[src/rtl/alu_pkg.sv]
package alu_pkg;

    typedef struct packed {
        logic n;
        logic z;
        logic c;
        logic v;
    } flags_t;

    typedef enum logic [3:0] {
        OP_ADD = 4'd0,
        OP_ADC = 4'd1,
        OP_SUB = 4'd2,
        OP_SBC = 4'd3,
        OP_RSB = 4'd4,
        OP_RSC = 4'd5,
        OP_CMP = 4'd6,
        OP_CMN = 4'd7,
        OP_AND = 4'd8,
        OP_ORR = 4'd9,
        OP_EOR = 4'd10,
        OP_BIC = 4'd11,
        OP_MOV = 4'd12,
        OP_MVN = 4'd13,
        OP_TST = 4'd14,
        OP_TEQ = 4'd15
    } opcode_e;

    typedef enum logic [3:0] {
        CC_EQ = 4'd0,
        CC_NE = 4'd1,
        CC_CS = 4'd2,
        CC_CC = 4'd3,
        CC_MI = 4'd4,
        CC_PL = 4'd5,
        CC_VS = 4'd6,
        CC_VC = 4'd7,
        CC_HI = 4'd8,
        CC_LS = 4'd9,
        CC_GE = 4'd10,
        CC_LT = 4'd11,
        CC_GT = 4'd12,
        CC_LE = 4'd13,
        CC_AL = 4'd14,
        CC_NV = 4'd15
    } cond_e;

    // Logical class occupies the upper half of the select space
    function automatic logic is_logical(opcode_e op);
        return op[3];
    endfunction

    function automatic logic is_compare(opcode_e op);
        return (op == OP_CMP) || (op == OP_CMN) ||
               (op == OP_TST) || (op == OP_TEQ);
    endfunction

endpackage

[src/rtl/alu_adder.sv]
module alu_adder #(
    parameter int W = 32
) (
    input  logic [W-1:0] x_i,
    input  logic [W-1:0] y_i,
    input  logic         cin_i,
    output logic [W-1:0] sum_o,
    output logic         cout_o,
    output logic         ovf_o
);
    localparam int MSB = W - 1;

    logic [W:0] wide;

    always_comb begin
        wide   = {1'b0, x_i} + {1'b0, y_i} + {{W{1'b0}}, cin_i};
        sum_o  = wide[W-1:0];
        cout_o = wide[W];
        // Signed overflow: equal input signs, differing result sign
        ovf_o  = (x_i[MSB] == y_i[MSB]) && (sum_o[MSB] != x_i[MSB]);
    end
endmodule

[src/rtl/alu_arith.sv]
module alu_arith
    import alu_pkg::*;
#(
    parameter int W = 32
) (
    input  opcode_e      op_i,
    input  logic [W-1:0] a_i,
    input  logic [W-1:0] b_i,
    input  logic         carry_i,
    output logic [W-1:0] sum_o,
    output logic         cout_o,
    output logic         ovf_o
);
    logic [W-1:0] x, y;
    logic         cin;

    // All arithmetic forms map onto one adder by swapping and inverting
    always_comb begin
        x   = a_i;
        y   = b_i;
        cin = 1'b0;
        unique case (op_i)
            OP_ADD, OP_CMN: begin
                cin = 1'b0;
            end
            OP_ADC: begin
                cin = carry_i;
            end
            OP_SUB, OP_CMP: begin
                y   = ~b_i;
                cin = 1'b1;
            end
            OP_SBC: begin
                y   = ~b_i;
                cin = carry_i;
            end
            OP_RSB: begin
                x   = b_i;
                y   = ~a_i;
                cin = 1'b1;
            end
            OP_RSC: begin
                x   = b_i;
                y   = ~a_i;
                cin = carry_i;
            end
            default: begin
                x   = a_i;
                y   = b_i;
                cin = 1'b0;
            end
        endcase
    end

    alu_adder #(.W(W)) u_adder (
        .x_i   (x),
        .y_i   (y),
        .cin_i (cin),
        .sum_o (sum_o),
        .cout_o(cout_o),
        .ovf_o (ovf_o)
    );
endmodule

[src/rtl/alu_logic.sv]
module alu_logic
    import alu_pkg::*;
#(
    parameter int W = 32
) (
    input  opcode_e      op_i,
    input  logic [W-1:0] a_i,
    input  logic [W-1:0] b_i,
    output logic [W-1:0] res_o
);
    always_comb begin
        unique case (op_i)
            OP_AND, OP_TST: res_o = a_i & b_i;
            OP_ORR:         res_o = a_i | b_i;
            OP_EOR, OP_TEQ: res_o = a_i ^ b_i;
            OP_BIC:         res_o = a_i & ~b_i;
            OP_MOV:         res_o = b_i;
            OP_MVN:         res_o = ~b_i;
            default:        res_o = '0;
        endcase
    end
endmodule

[src/rtl/alu_cond.sv]
module alu_cond
    import alu_pkg::*;
(
    input  flags_t f_i,
    input  cond_e  cc_i,
    output logic   pass_o
);
    always_comb begin
        unique case (cc_i)
            CC_EQ: pass_o = f_i.z;
            CC_NE: pass_o = !f_i.z;
            CC_CS: pass_o = f_i.c;
            CC_CC: pass_o = !f_i.c;
            CC_MI: pass_o = f_i.n;
            CC_PL: pass_o = !f_i.n;
            CC_VS: pass_o = f_i.v;
            CC_VC: pass_o = !f_i.v;
            CC_HI: pass_o = f_i.c && !f_i.z;
            CC_LS: pass_o = !f_i.c || f_i.z;
            CC_GE: pass_o = (f_i.n == f_i.v);
            CC_LT: pass_o = (f_i.n != f_i.v);
            CC_GT: pass_o = !f_i.z && (f_i.n == f_i.v);
            CC_LE: pass_o = f_i.z || (f_i.n != f_i.v);
            CC_AL: pass_o = 1'b1;
            default: pass_o = 1'b0;
        endcase
    end

    always_comb begin
        if (cc_i == CC_AL)
            p_always_r7: assert (pass_o) else $error("always condition did not pass");
        if (cc_i == CC_NV)
            p_never_r7: assert (!pass_o) else $error("never condition passed");
    end
endmodule

[src/rtl/alu_flagcond.sv]
module alu_flagcond
    import alu_pkg::*;
#(
    parameter int W = 32
) (
    input  logic [W-1:0] opa_i,
    input  logic [W-1:0] opb_i,
    input  logic [3:0]   opsel_i,
    input  logic         setfl_i,
    input  logic [3:0]   flags_i,
    input  logic [3:0]   cond_i,
    input  logic         shcarry_i,
    output logic [W-1:0] res_o,
    output logic [3:0]   flags_o,
    output logic         wren_o,
    output logic         pass_o
);
    localparam int MSB = W - 1;

    opcode_e      op;
    flags_t       fin;
    flags_t       fnew;
    logic [W-1:0] arith_res;
    logic [W-1:0] logic_res;
    logic         arith_c;
    logic         arith_v;
    logic         lg;
    logic         cmp;
    logic         upd;

    assign op  = opcode_e'(opsel_i);
    assign fin = flags_t'(flags_i);
    assign lg  = is_logical(op);
    assign cmp = is_compare(op);

    alu_arith #(.W(W)) u_arith (
        .op_i   (op),
        .a_i    (opa_i),
        .b_i    (opb_i),
        .carry_i(fin.c),
        .sum_o  (arith_res),
        .cout_o (arith_c),
        .ovf_o  (arith_v)
    );

    alu_logic #(.W(W)) u_logic (
        .op_i (op),
        .a_i  (opa_i),
        .b_i  (opb_i),
        .res_o(logic_res)
    );

    alu_cond u_cond (
        .f_i   (fin),
        .cc_i  (cond_e'(cond_i)),
        .pass_o(pass_o)
    );

    always_comb begin
        res_o  = lg ? logic_res : arith_res;
        fnew.n = res_o[MSB];
        fnew.z = (res_o == '0);
        fnew.c = lg ? shcarry_i : arith_c;
        fnew.v = lg ? fin.v     : arith_v;
        upd     = pass_o && (setfl_i || cmp);
        flags_o = upd ? fnew : fin;
        wren_o  = pass_o && !cmp;
    end

    always_comb begin
        if (!pass_o)
            p_fail_hold_r8: assert (!wren_o && flags_o == flags_i)
                else $error("failed condition changed state");
        if (cmp)
            p_cmp_nowrite_r5: assert (!wren_o)
                else $error("compare form requested a write");
        if (pass_o && !setfl_i && !cmp)
            p_hold_flags_r6: assert (flags_o == flags_i && wren_o)
                else $error("flags changed without update request");
        if (lg)
            p_logic_v_r4: assert (flags_o[0] == flags_i[0])
                else $error("logical operation altered V");
        if (upd)
            p_zero_flag_r2: assert (flags_o[2] == (res_o == '0))
                else $error("Z does not match result");
    end
endmodule

[config.mk]
export PLATFORM = sky130hd
export DESIGN_NAME = alu_flagcond
export DESIGN_NICKNAME = d
export VERILOG_FILES = /design/src/rtl/alu_pkg.sv /design/src/rtl/alu_adder.sv /design/src/rtl/alu_arith.sv /design/src/rtl/alu_logic.sv /design/src/rtl/alu_cond.sv /design/src/rtl/alu_flagcond.sv
export SDC_FILE = /design/constraint.sdc
export NUM_CORES = 1
export LEC_CHECK = 0
export ABC_AREA = 1
export BUFFER_PORTS_ARGS = -buffer_cell sky130_fd_sc_hd__buf_2
export CAP_MARGIN = 20
export CELL_PAD_IN_SITES_DETAIL_PLACEMENT = 1
export CELL_PAD_IN_SITES_GLOBAL_PLACEMENT = 2
export CORE_MARGIN = 8
export CORE_UTILIZATION = 28
export DETAILED_ROUTE_END_ITERATION = 6
export GPL_TIMING_DRIVEN = 0
export PLACE_DENSITY = 0.91
export SLEW_MARGIN = 20
export SYNTH_ARGS = -nofsm -noshare
export SYNTH_HDL_FRONTEND = slang
export SYNTH_SLANG_ARGS = --single-unit
[constraint.sdc]
create_clock -name vclk -period 4.2
set_input_delay 0.21 -clock vclk [all_inputs]
set_output_delay 0.21 -clock vclk [all_outputs]
set_load 0.05 [all_outputs]
=== After elaboration in Yosys (flattened, before gate mapping) ===
Cells that the tools add are included.

* Register bits after elaboration: 0
* Output and inout port bits: 38
* Word-level logic and storage cells: 74

* Add/subtract/negate cells: 2
* Equal/unequal tests: 33
* Mux-type cells: 9
* Bitwise operators: 6
* Reduce and logical (&&, ||, !) cells: 24

{| class="wikitable"
|+ Operators by type and width
! cell !! count
|-
| $pmux 32 s6 || 1
|-
| $and 32x32->32 || 2
|-
| $mux 32 || 2
|-
| $not 32->32 || 2
|-
| $pmux 32 s2 || 1
|-
| $eq 4x4->1 const B || 15
|-
| $add 32x32->33 || 1
|-
| $add 33x1->33 || 1
|-
| $eq 4x3->1 const B || 8
|-
| $logic_not 32->1 || 1
|-
| $or 32x32->32 || 1
|-
| $xor 32x32->32 || 1
|-
| $eq 4x2->1 const B || 4
|-
| $pmux 1 s15 || 1
|-
| $reduce_or 3->1 || 3
|-
| $eq 4x1->1 const B || 2
|-
| $logic_or 1x1->1 || 6
|-
| $reduce_or 2->1 || 3
|-
| $logic_and 1x1->1 || 5
|-
| $logic_not 1->1 || 5
|-
| $logic_not 4->1 || 1
|-
| $mux 4 || 1
|-
| $eq 1x1->1 || 2
|-
| $mux 1 || 2
|-
| 2 further kinds || 3
|}

=== Depth between registers and ports, before layout ===
Gate-level depths: netlist of run 1.

* Depth in word-level cells: 9
* Mapped depth: 25
* Depth with buffers taken out: 23

=== Cells and area by module ===
From an unflattened synthesis of run 1, not the netlist that was laid out.

* Cells, all modules: 1474
* Area, all modules: 7096.8 um2

{| class="wikitable"
|+ Modules (own cells, without submodules)
! module !! instances !! cells each !! area each (um2) !! seq. area each (um2)
|-
| alu_logic || 1 || 533 || 2593.7 || 0.0
|-
| alu_adder || 1 || 426 || 2199.6 || 0.0
|-
| alu_arith || 1 || 289 || 1316.3 || 0.0
|-
| alu_flagcond || 1 || 171 || 758.2 || 0.0
|-
| alu_cond || 1 || 55 || 229.0 || 0.0
|}

=== Least setup slack after synthesis of run 1 ===
No wires, ideal clock.

* Path kind: input port to output port
* Start point: input opsel_i[3]
* End point: output flags_o[2]
* Arrival time: 3.826 ns
* Required time: 3.990 ns
* Path slack: 0.164 ns
* Cell stages on the path: 23
* Path buffers: 3
* Cells stage by stage: buf_6 > nor2_1 > nand2_1 > clkbuf_1 > buf_1 > nand2_1 > o21ai_0 > fa_1 > inv_1 > fa_1 > nand3_1 > nand3_1 > nand2_1 > nand2_1 > nand2_1 > nand4_1 > nor2_1 > nand3_1 > nor2_1 > nand2_1 > nor2_1 > nand3_1 > nand2_1

* Longest elaborated chain between the ends: 8

{| class="wikitable"
|+ RTL lines
! element !! RTL line !! text
|-
| from (decl) || alu_flagcond.sv:8 || <nowiki>input logic [3:0] opsel_i,</nowiki>
|-
| $eq 4x3->1 / $eq 4x2->1 (equally long branches) || alu_arith.sv:22 || <nowiki>unique case (op_i)</nowiki>
|-
| $reduce_or 3->1 (no line) / $reduce_or 2->1 (equally long branches) || n/a ||
|-
| $pmux 32 s2 / $mux 32 (equally long branches) || alu_arith.sv:22 ||
|-
| $add 32x32->33 || alu_adder.sv:16 || <nowiki>wide = {1'b0, x_i} + {1'b0, y_i} + {{W{1'b0}}, cin_i};</nowiki>
|-
| $add 33x1->33 || alu_adder.sv:16 ||
|-
| $mux 32 * || alu_flagcond.sv:60 || <nowiki>res_o = lg ? logic_res : arith_res;</nowiki>
|-
| named net res_o[4] || alu_flagcond.sv:13 || <nowiki>output logic [W-1:0] res_o,</nowiki>
|-
| $logic_not 32->1 * || alu_flagcond.sv:62 || <nowiki>fnew.z = (res_o == '0);</nowiki>
|-
| $mux 4 * || alu_flagcond.sv:66 || <nowiki>flags_o = upd ? fnew : fin;</nowiki>
|-
| to (decl) || alu_flagcond.sv:14 || <nowiki>output logic [3:0] flags_o,</nowiki>
|}

Mark *: on every way through the listed nets, which the timed path passes. The rest lies on a longest branch.

=== Worst setup path after layout of run 1 ===
* Start point: input opsel_i[2]
* End point: output flags_o[2]

* Longest elaborated chain between the ends: 8

{| class="wikitable"
|+ RTL lines
! element !! RTL line
|-
| $eq 4x3->1, or another cell as far along || alu_pkg.sv:54, alu_arith.sv:22
|-
| $reduce_or 3->1 (no line) / $reduce_or 2->1 (equally long branches) || n/a
|-
| $pmux 32 s2 / $mux 32 (equally long branches) || alu_arith.sv:22
|-
| $add 32x32->33 || alu_adder.sv:16
|-
| $add 33x1->33 || alu_adder.sv:16
|-
| $mux 32 || alu_flagcond.sv:60
|-
| $logic_not 32->1 || alu_flagcond.sv:62
|-
| $mux 4 * || alu_flagcond.sv:66
|}

Mark *: on every way between the ends. The rest lies on a longest branch, timed or not.

==> impl_results.md, run 1 <==
* Met3 Use GR at 1.95%
* Initial core utilization at 28.6%
* Final #Nets at 1492
* Final setup viols at 0
* I/O Buffers at 114
* I/O Pins at 116
* Hold depth at 4
* Synth Warn # at 0
* CP dominant cell by count: nand2_1
* Mapped Nets at 1369
* Mean post-synth cell area at 4.93 um^2
* Final Core Density at 33.9%
* Critical path class: input port to output pin
* GRT Util Overall at 22.1%
* Crit path arrival time at 3.77 ns
* Tcrit/Tclk final at 94.8%
* Max Transition Viols Final at 0
* Initial antenna violation count at 0
* Power Total at 1.46 mW
* Psw at 1.05 mW
* Slew margin rel. at 42.7%
* Row count at 53
* Leak Pwr at 4.12 nW
* GPL Wtd Cong at 0.928
* Total number of vias at 8585
* DRC at 0
* Fillers at 3074
* Remaining Overflow, GRT at 0
* FF+latch count at 0
* Vias in the first global route at 8308
* Max_cap viols at 0
* Die Height at 163 um
* Peak per-stage delay on the critical path at 0.42 ns
* Post-route minimum period at 3.98 ns
* Area growth syn-to-layout at 18.3%
* P_int at 0.416 mW
* First drt pass iteration count at 5
* Placed Instances at 1615
* Core Box Area at 21100 um^2
* DR iter-0 viols at 622
* Mapped Cells at 1226
* Die area at 26500 um^2
* Max VDD drop at 0.0000735 V
* Met2 global-route usage at 36.9%
* Routed Wire Length at 31000 um
* Final cell count without fillers at 1622
* Yosys top cell area share at 25.2%
* Met1 usage at 29.5%
* Setup crit end kind: output pin
* Outcome: finished clean
* Vias per inst at 5.29
* Largest net degree at the start of global routing at 11
* Grt peak-use layer: met2
* Clock Power Share at 0%
* Register area at 0 um^2
* Share of post-route cells with drive strength above 1 at 14.6%
* Synth unique cells at 35
* Post-synth top area cell: nand2_1
* WP data required at 3.99 ns
* Slowest CP cell: fa_1
* Power Density at 205 nW/um^2
* Netlist Area Pre-Place at 6040 um^2
* Comb pwr share at 100.0%
* Fin. Hold Viols at 0
* Sw Ratio at 71.6%
* Seq/Total Area, Yosys at 0%
* CP Max Fanout at 10
* Post-DP HPWL at 25900 um
* Routed Antenna Nets at 0
* Synth area leaders: nand2_1 (25%), ha_1 (13%), inv_1 (13%), nand3_1 (9.0%), nor2_1 (7.0%)
* Critical path launch point type: input port
* Slew @ Worst Pin at 0.860 ns
* First-pass GRT wire length at 46700 um
* Die X at 163 um
* Flop pwr share at 0%
* Antenna cells at 0
* HP Class: input port to output pin
* Routed WL per cell at 19.1 um
* Max frequency at 0.251 GHz
* Clk_buf instances at 0
## worst paths after layout
path	startpoint	to
max	opsel_i[2]	flags_o[2]
min	flags_i[2]	flags_o[2]
## cell type report
| cell class | count | area, um^2 | share of cell area, % |
|---|---|---|---|
| multi-input combinational | 963 | 5070 | 71.0 |
| inverter | 217 | 817 | 11.4 |
| timing repair buffer | 121 | 629 | 8.81 |
| tap | 275 | 344 | 4.81 |
| buffer | 46 | 282 | 3.94 |
## critical path: cells and delay by family
| family | cells | cell delay (ns) |
|---|---|---|
| AND/OR/NAND/NOR | 16 | 1.70 |
| buffers and inverters | 6 | 0.91 |
| adder cells (fa/ha/maj) | 2 | 0.67 |
| AO/OA/AOI/OAI | 2 | 0.26 |
## cell usage after synthesis (all sizes together)
| cell type | number |
|---|---|
| nor2 | 113 |
| and3 | 1 |
| clkinv | 8 |
| o211ai | 22 |
| nand3 | 109 |
| buf | 23 |
| nand4 | 19 |
| xor2 | 4 |
| a211oi | 10 |
| o21ai | 85 |
| o221ai | 32 |
| nor3 | 9 |
| nand2 | 408 |
| ha | 63 |
| fa | 2 |
| or2 | 4 |
| inv | 209 |
| clkbuf | 23 |
| o21bai | 1 |
| o22ai | 5 |
| and2 | 1 |
| a31oi | 3 |
| o31ai | 2 |
| a21oi | 66 |
| nand3b | 4 |
## per-layer routing
metal / share of wire (%) / up-vias
met5: 0 / -
met1: 45 / 4052
met4: 2.9 / 0
li1: - / 4241
met3: 6.3 / 44
met2: 46 / 248
## through the flow
step / worst slack (ns) / setup TNS, ns / hold WS [ns] / cell area, um^2
after floorplan: 0.164 / 0 / 0.718 / 6040
after global placement: -0.846 / -3.29 / 0.875 / 6950
after detailed placement: -0.892 / -3.77 / 0.870 / 6950
after CTS: 0.00339 / 0 / 0.853 / 7000
after global routing: -0.0196 / -0.0196 / 0.888 / 7150
final: 0.217 / 0 / 0.839 / 7150
## kinds of logic after synthesis
family	after synthesis	synth area share, %
compound gates	226	22.7
xor+xnor	4	0.580
fa+ha+maj	65	13.7
buf+inv	263	17.5
simple gates	668	45.5
## timing repair
item	CTS	global route
buffers inserted	0	7
setup endpoints to repair	13	5
resized for setup	22	41
cloned	0	0
hold buffers	0	0
pin swaps	0	6
## layout by cell type (no fill, tap or decap), types with 9 or more instances in the layout
cell type,netlist,layout
a211oi_1,9,9
nand2_1,406,399
nand2_2,2,9
o211ai_1,18,18
buf_4,4,13
nor2_1,112,106
inv_1,206,205
buf_2,12,127
ha_1,63,61
clkbuf_1,23,10
nand4_1,19,19
a21oi_1,66,65
nand3_1,109,106
o221ai_1,32,31
o21ai_0,80,78
## power by group through the flow
stage | clock (mW) | sequential (mW) | combinational, mW
after floorplan | 0 | 0 | 0.974
after global placement | 0 | 0 | 1.39
after detailed placement | 0 | 0 | 1.41
after CTS | 0 | 0 | 1.42
after global routing | 0 | 0 | 1.60
final | 0 | 0 | 1.46
No activity file was read; power rests on OpenSTA's default activity.
==> run 2, diff against run 1 <==
--- a/config.mk
+++ b/config.mk
@@ -5,17 +5,17 @@
 export SDC_FILE = /design/constraint.sdc
 export NUM_CORES = 1
 export LEC_CHECK = 0
-export ABC_AREA = 1
 export BUFFER_PORTS_ARGS = -buffer_cell sky130_fd_sc_hd__buf_2
 export CAP_MARGIN = 20
 export CELL_PAD_IN_SITES_DETAIL_PLACEMENT = 1
 export CELL_PAD_IN_SITES_GLOBAL_PLACEMENT = 2
 export CORE_MARGIN = 8
-export CORE_UTILIZATION = 28
+export CORE_UTILIZATION = 34
 export DETAILED_ROUTE_END_ITERATION = 6
 export GPL_TIMING_DRIVEN = 0
-export PLACE_DENSITY = 0.91
+export PLACE_DENSITY = 0.92
 export SLEW_MARGIN = 20
 export SYNTH_ARGS = -nofsm -noshare
 export SYNTH_HDL_FRONTEND = slang
+export SYNTH_HIERARCHICAL = 1
 export SYNTH_SLANG_ARGS = --single-unit
==> impl_results.md, run 2 <==
* Hold_sp: flags_i[2]
* Synth cell count leaders: inv_1 (106), a21oi_1 (96), ha_1 (63)
* Die Height at 158 um (-2.8%)
* GRT Util Overall at 26.2% (+4.2 points)
* Max_cap viols at 0 (unchanged)
* Synth Warn # at 6 (+6)
* Fin area at 8640 um^2 (+21%)
* Worst Setup SP: opsel_i[3]
* Register area at 0 um^2 (unchanged)
* Power Total at 1.98 mW (+35%)
* Comb pwr share at 100.0% (about the same)
* Total number of vias at 8530 (-0.64%)
* Vias in the first global route at 8777 (+5.6%)
* DRC at 0 (unchanged)
* Setup crit end kind: output pin
* Mapped Nets at 1102 (-20%)
* Routed Antenna Nets at 0 (unchanged)
* Core Box Area at 20000 um^2 (-5.0%)
* Clk_buf instances at 0 (unchanged)
* Slew @ Worst Pin at 0.860 ns (+0.000154 ns)
* First-pass GRT wire length at 50900 um (+9.0%)
* Vias per inst at 6.13 (+16%)
* Initial antenna violation count at 2 (+2)
* Share of post-route cells with drive strength above 1 at 32.9% (+18 points)
* Post-placement cell area at 7850 um^2 (+13%)
* Area growth syn-to-layout at 25.5%
* Psw at 1.27 mW (+21%)
* Routed Wire Length at 34500 um (+11%)
* Final setup viols at 2 (+2)
* Die area at 25100 um^2 (-5.5%)
* Max VDD drop at 0.000169 V (+130%)
* Sw Ratio at 64.0% (-7.6 points)
* Synth unique cells at 77 (+120%)
* Clock Power Share at 0% (unchanged)
* HP Class: input port to output pin
* FF+latch count at 0 (unchanged)
* # hold bufs at CTS at 0 (unchanged)
* Leak Pwr at 4.07 nW (-1.1%)
* Seq/Total Area, Yosys at 0% (unchanged)
* Max frequency at 0.210 GHz (-17%)
* Hold depth at 4 (unchanged)
* Routed WL per cell at 24.8 um (+30%)
* P_int at 0.713 mW (+72%)
* Post-synth top area cell: ha_1
* Outcome: complete, but fails checks
* Largest net degree at the start of global routing at 11 (unchanged)
* Flop pwr share at 0% (unchanged)
* Die X at 158 um (-2.8%)
* Most frequent cells in the layout: buf_2 (127), inv_1 (106), a21oi_1 (88), ha_1 (61), mux2_2 (57)
* Critical path class: input port to output pin
* Post-route minimum period at 4.77 ns (+0.790 ns)
* Fin. Hold Viols at 0 (unchanged)
* Final #Nets at 1265 (-15%)
* WP data required at 3.99 ns (about the same)
* Power Density at 229 nW/um^2 (+12%)
* Critical path launch point type: input port
* First drt pass iteration count at 5 (unchanged)
* Max Transition Viols Final at 0 (unchanged)
* CP Max Fanout at 7 (-3)
* Failing checks: negative setup slack
* GPL Wtd Cong at 0.990 (+6.6%)
* Fillers at 2598 (-15%)
* Final Core Density at 43.1% (+9.2 points)
* Synth area leaders: ha_1 (11%), mux2_2 (9.6%), a21oi_1 (7.0%), mux2i_1 (6.8%), inv_1 (5.8%)
* Slew margin rel. at 42.7% (about the same)
* Yosys top cell area share at 11.4% (-14 points)
* Commonest non-fill, non-tap cell in the layout: buf_2
* Initial core utilization at 34.4% (+5.7 points)
* Row count at 52 (-1.9%)
* Post-DP HPWL at 26200 um (+0.83%)
* I/O Pins at 116 (unchanged)
* Remaining Overflow, GRT at 0 (unchanged)
* Setup slack after layout at -0.573 ns (-0.790 ns)
* Most common cell in the netlist: inv_1
* Multi-input gate area at 6370 um^2 (+25%)
* Crit path arrival time at 4.56 ns (+0.79 ns)
* I/O Buffers at 114 (unchanged)
* DR iter-0 viols at 656 (+5.5%)
* Mean post-synth cell area at 7.18 um^2 (+46%)
* Netlist Area Pre-Place at 6890 um^2 (+14%)
* Tcrit/Tclk final at 114% (+19 points)
* Mapped Cells at 959 (-22%)
* Unrepaired setup endpoints after global routing: true
==> run 2: cell count changes after synthesis, sizes merged, moves of 60 or more <==
cell | previous run | this run
inv | 209 | 106
mux2 | 0 | 67
nand2 | 408 | 58
nand3 | 109 | 10
nor2 | 113 | 46
o21ai | 85 | 25
==> run 2: worst paths after layout <==
check,end,slack [ns]
worst max-delay path,flags_o[2],-0.57
worst min-delay path,flags_o[2],0.85
==> run 2: repair_timing <==
action	in CTS	in global routing
buffers inserted	35	13
pin swaps	28	14
setup endpoints to repair	24	3
resized for setup	85	25
endpoints found under the hold margin	0	0
==> run 2: cells by family (layout without fill, tap and decap cells) <==
family          Yosys count  after routing  share of synthesized area [%]
compound gates          284            284                           30.1
simple gates            274            274                           22.8
buf+inv                 176            337                           11.2
mux                     114            114                           17.8
fa+ha+maj                65             65                           12.0
xor+xnor                 46             46                           5.96
other cells               0              2                              0
==> run 2: final cells by class <==
class	count	area share (%)
buffer	69	5.82
multi-input combinational	783	73.7
inverter	106	4.61
tap	270	3.91
antenna	2	0.0579
timing repair buffer	162	11.9
==> run 2: metal layers <==
metal | vias to the layer above | share of wire (%) | GRT usage (%)
met3 | 119 | 7.1 | 2.63
met2 | 400 | 47 | 44.7
met5 | - | 0 | 0
met1 | 4149 | 41 | 32.8
li1 | 3862 | - | -
met4 | 0 | 5.0 | 11.7
==> run 2: power by group through the flow <==
stage	sequential [mW]	clock [mW]	combinational (mW)
finish	0	0.0000000637	1.98
global route	0	0.0000000637	2.09
CTS	0	0	1.88
detailed placement	0	0	1.75
global placement	0	0	1.73
floorplan	0	0	1.25
==> run 2: worst max-delay path, cell delays in order <==
cell and delay, ns:
buf_12 0.12, nor3b_4 0.22, buf_6 0.15, mux2_4 0.30
fa_2 0.38, fa_2 0.41, a21o_1 0.23, a221oi_4 0.31
nor3_2 0.11, nor2_2 0.15, o2111a_1 0.21, o21ai_1 0.08
xor2_1 0.18, nor4_2 0.38, nand4_1 0.30, nor4_4 0.27
o221ai_2 0.18, o21ai_4 0.16, buf_6 0.17
==> run 2: through the flow <==
stage	worst slack [ns]	std cells	hold slack, ns	setup TNS (ns)
finish	-0.573	1392	0.850	-0.674
global route	-0.703	1392	0.879	-0.903
CTS	-0.374	1378	0.856	-0.374
detailed placement	-1.76	1343	0.886	-10.04
global placement	-1.76	1343	0.893	-10.02
floorplan	0.00425	959	0.628	0
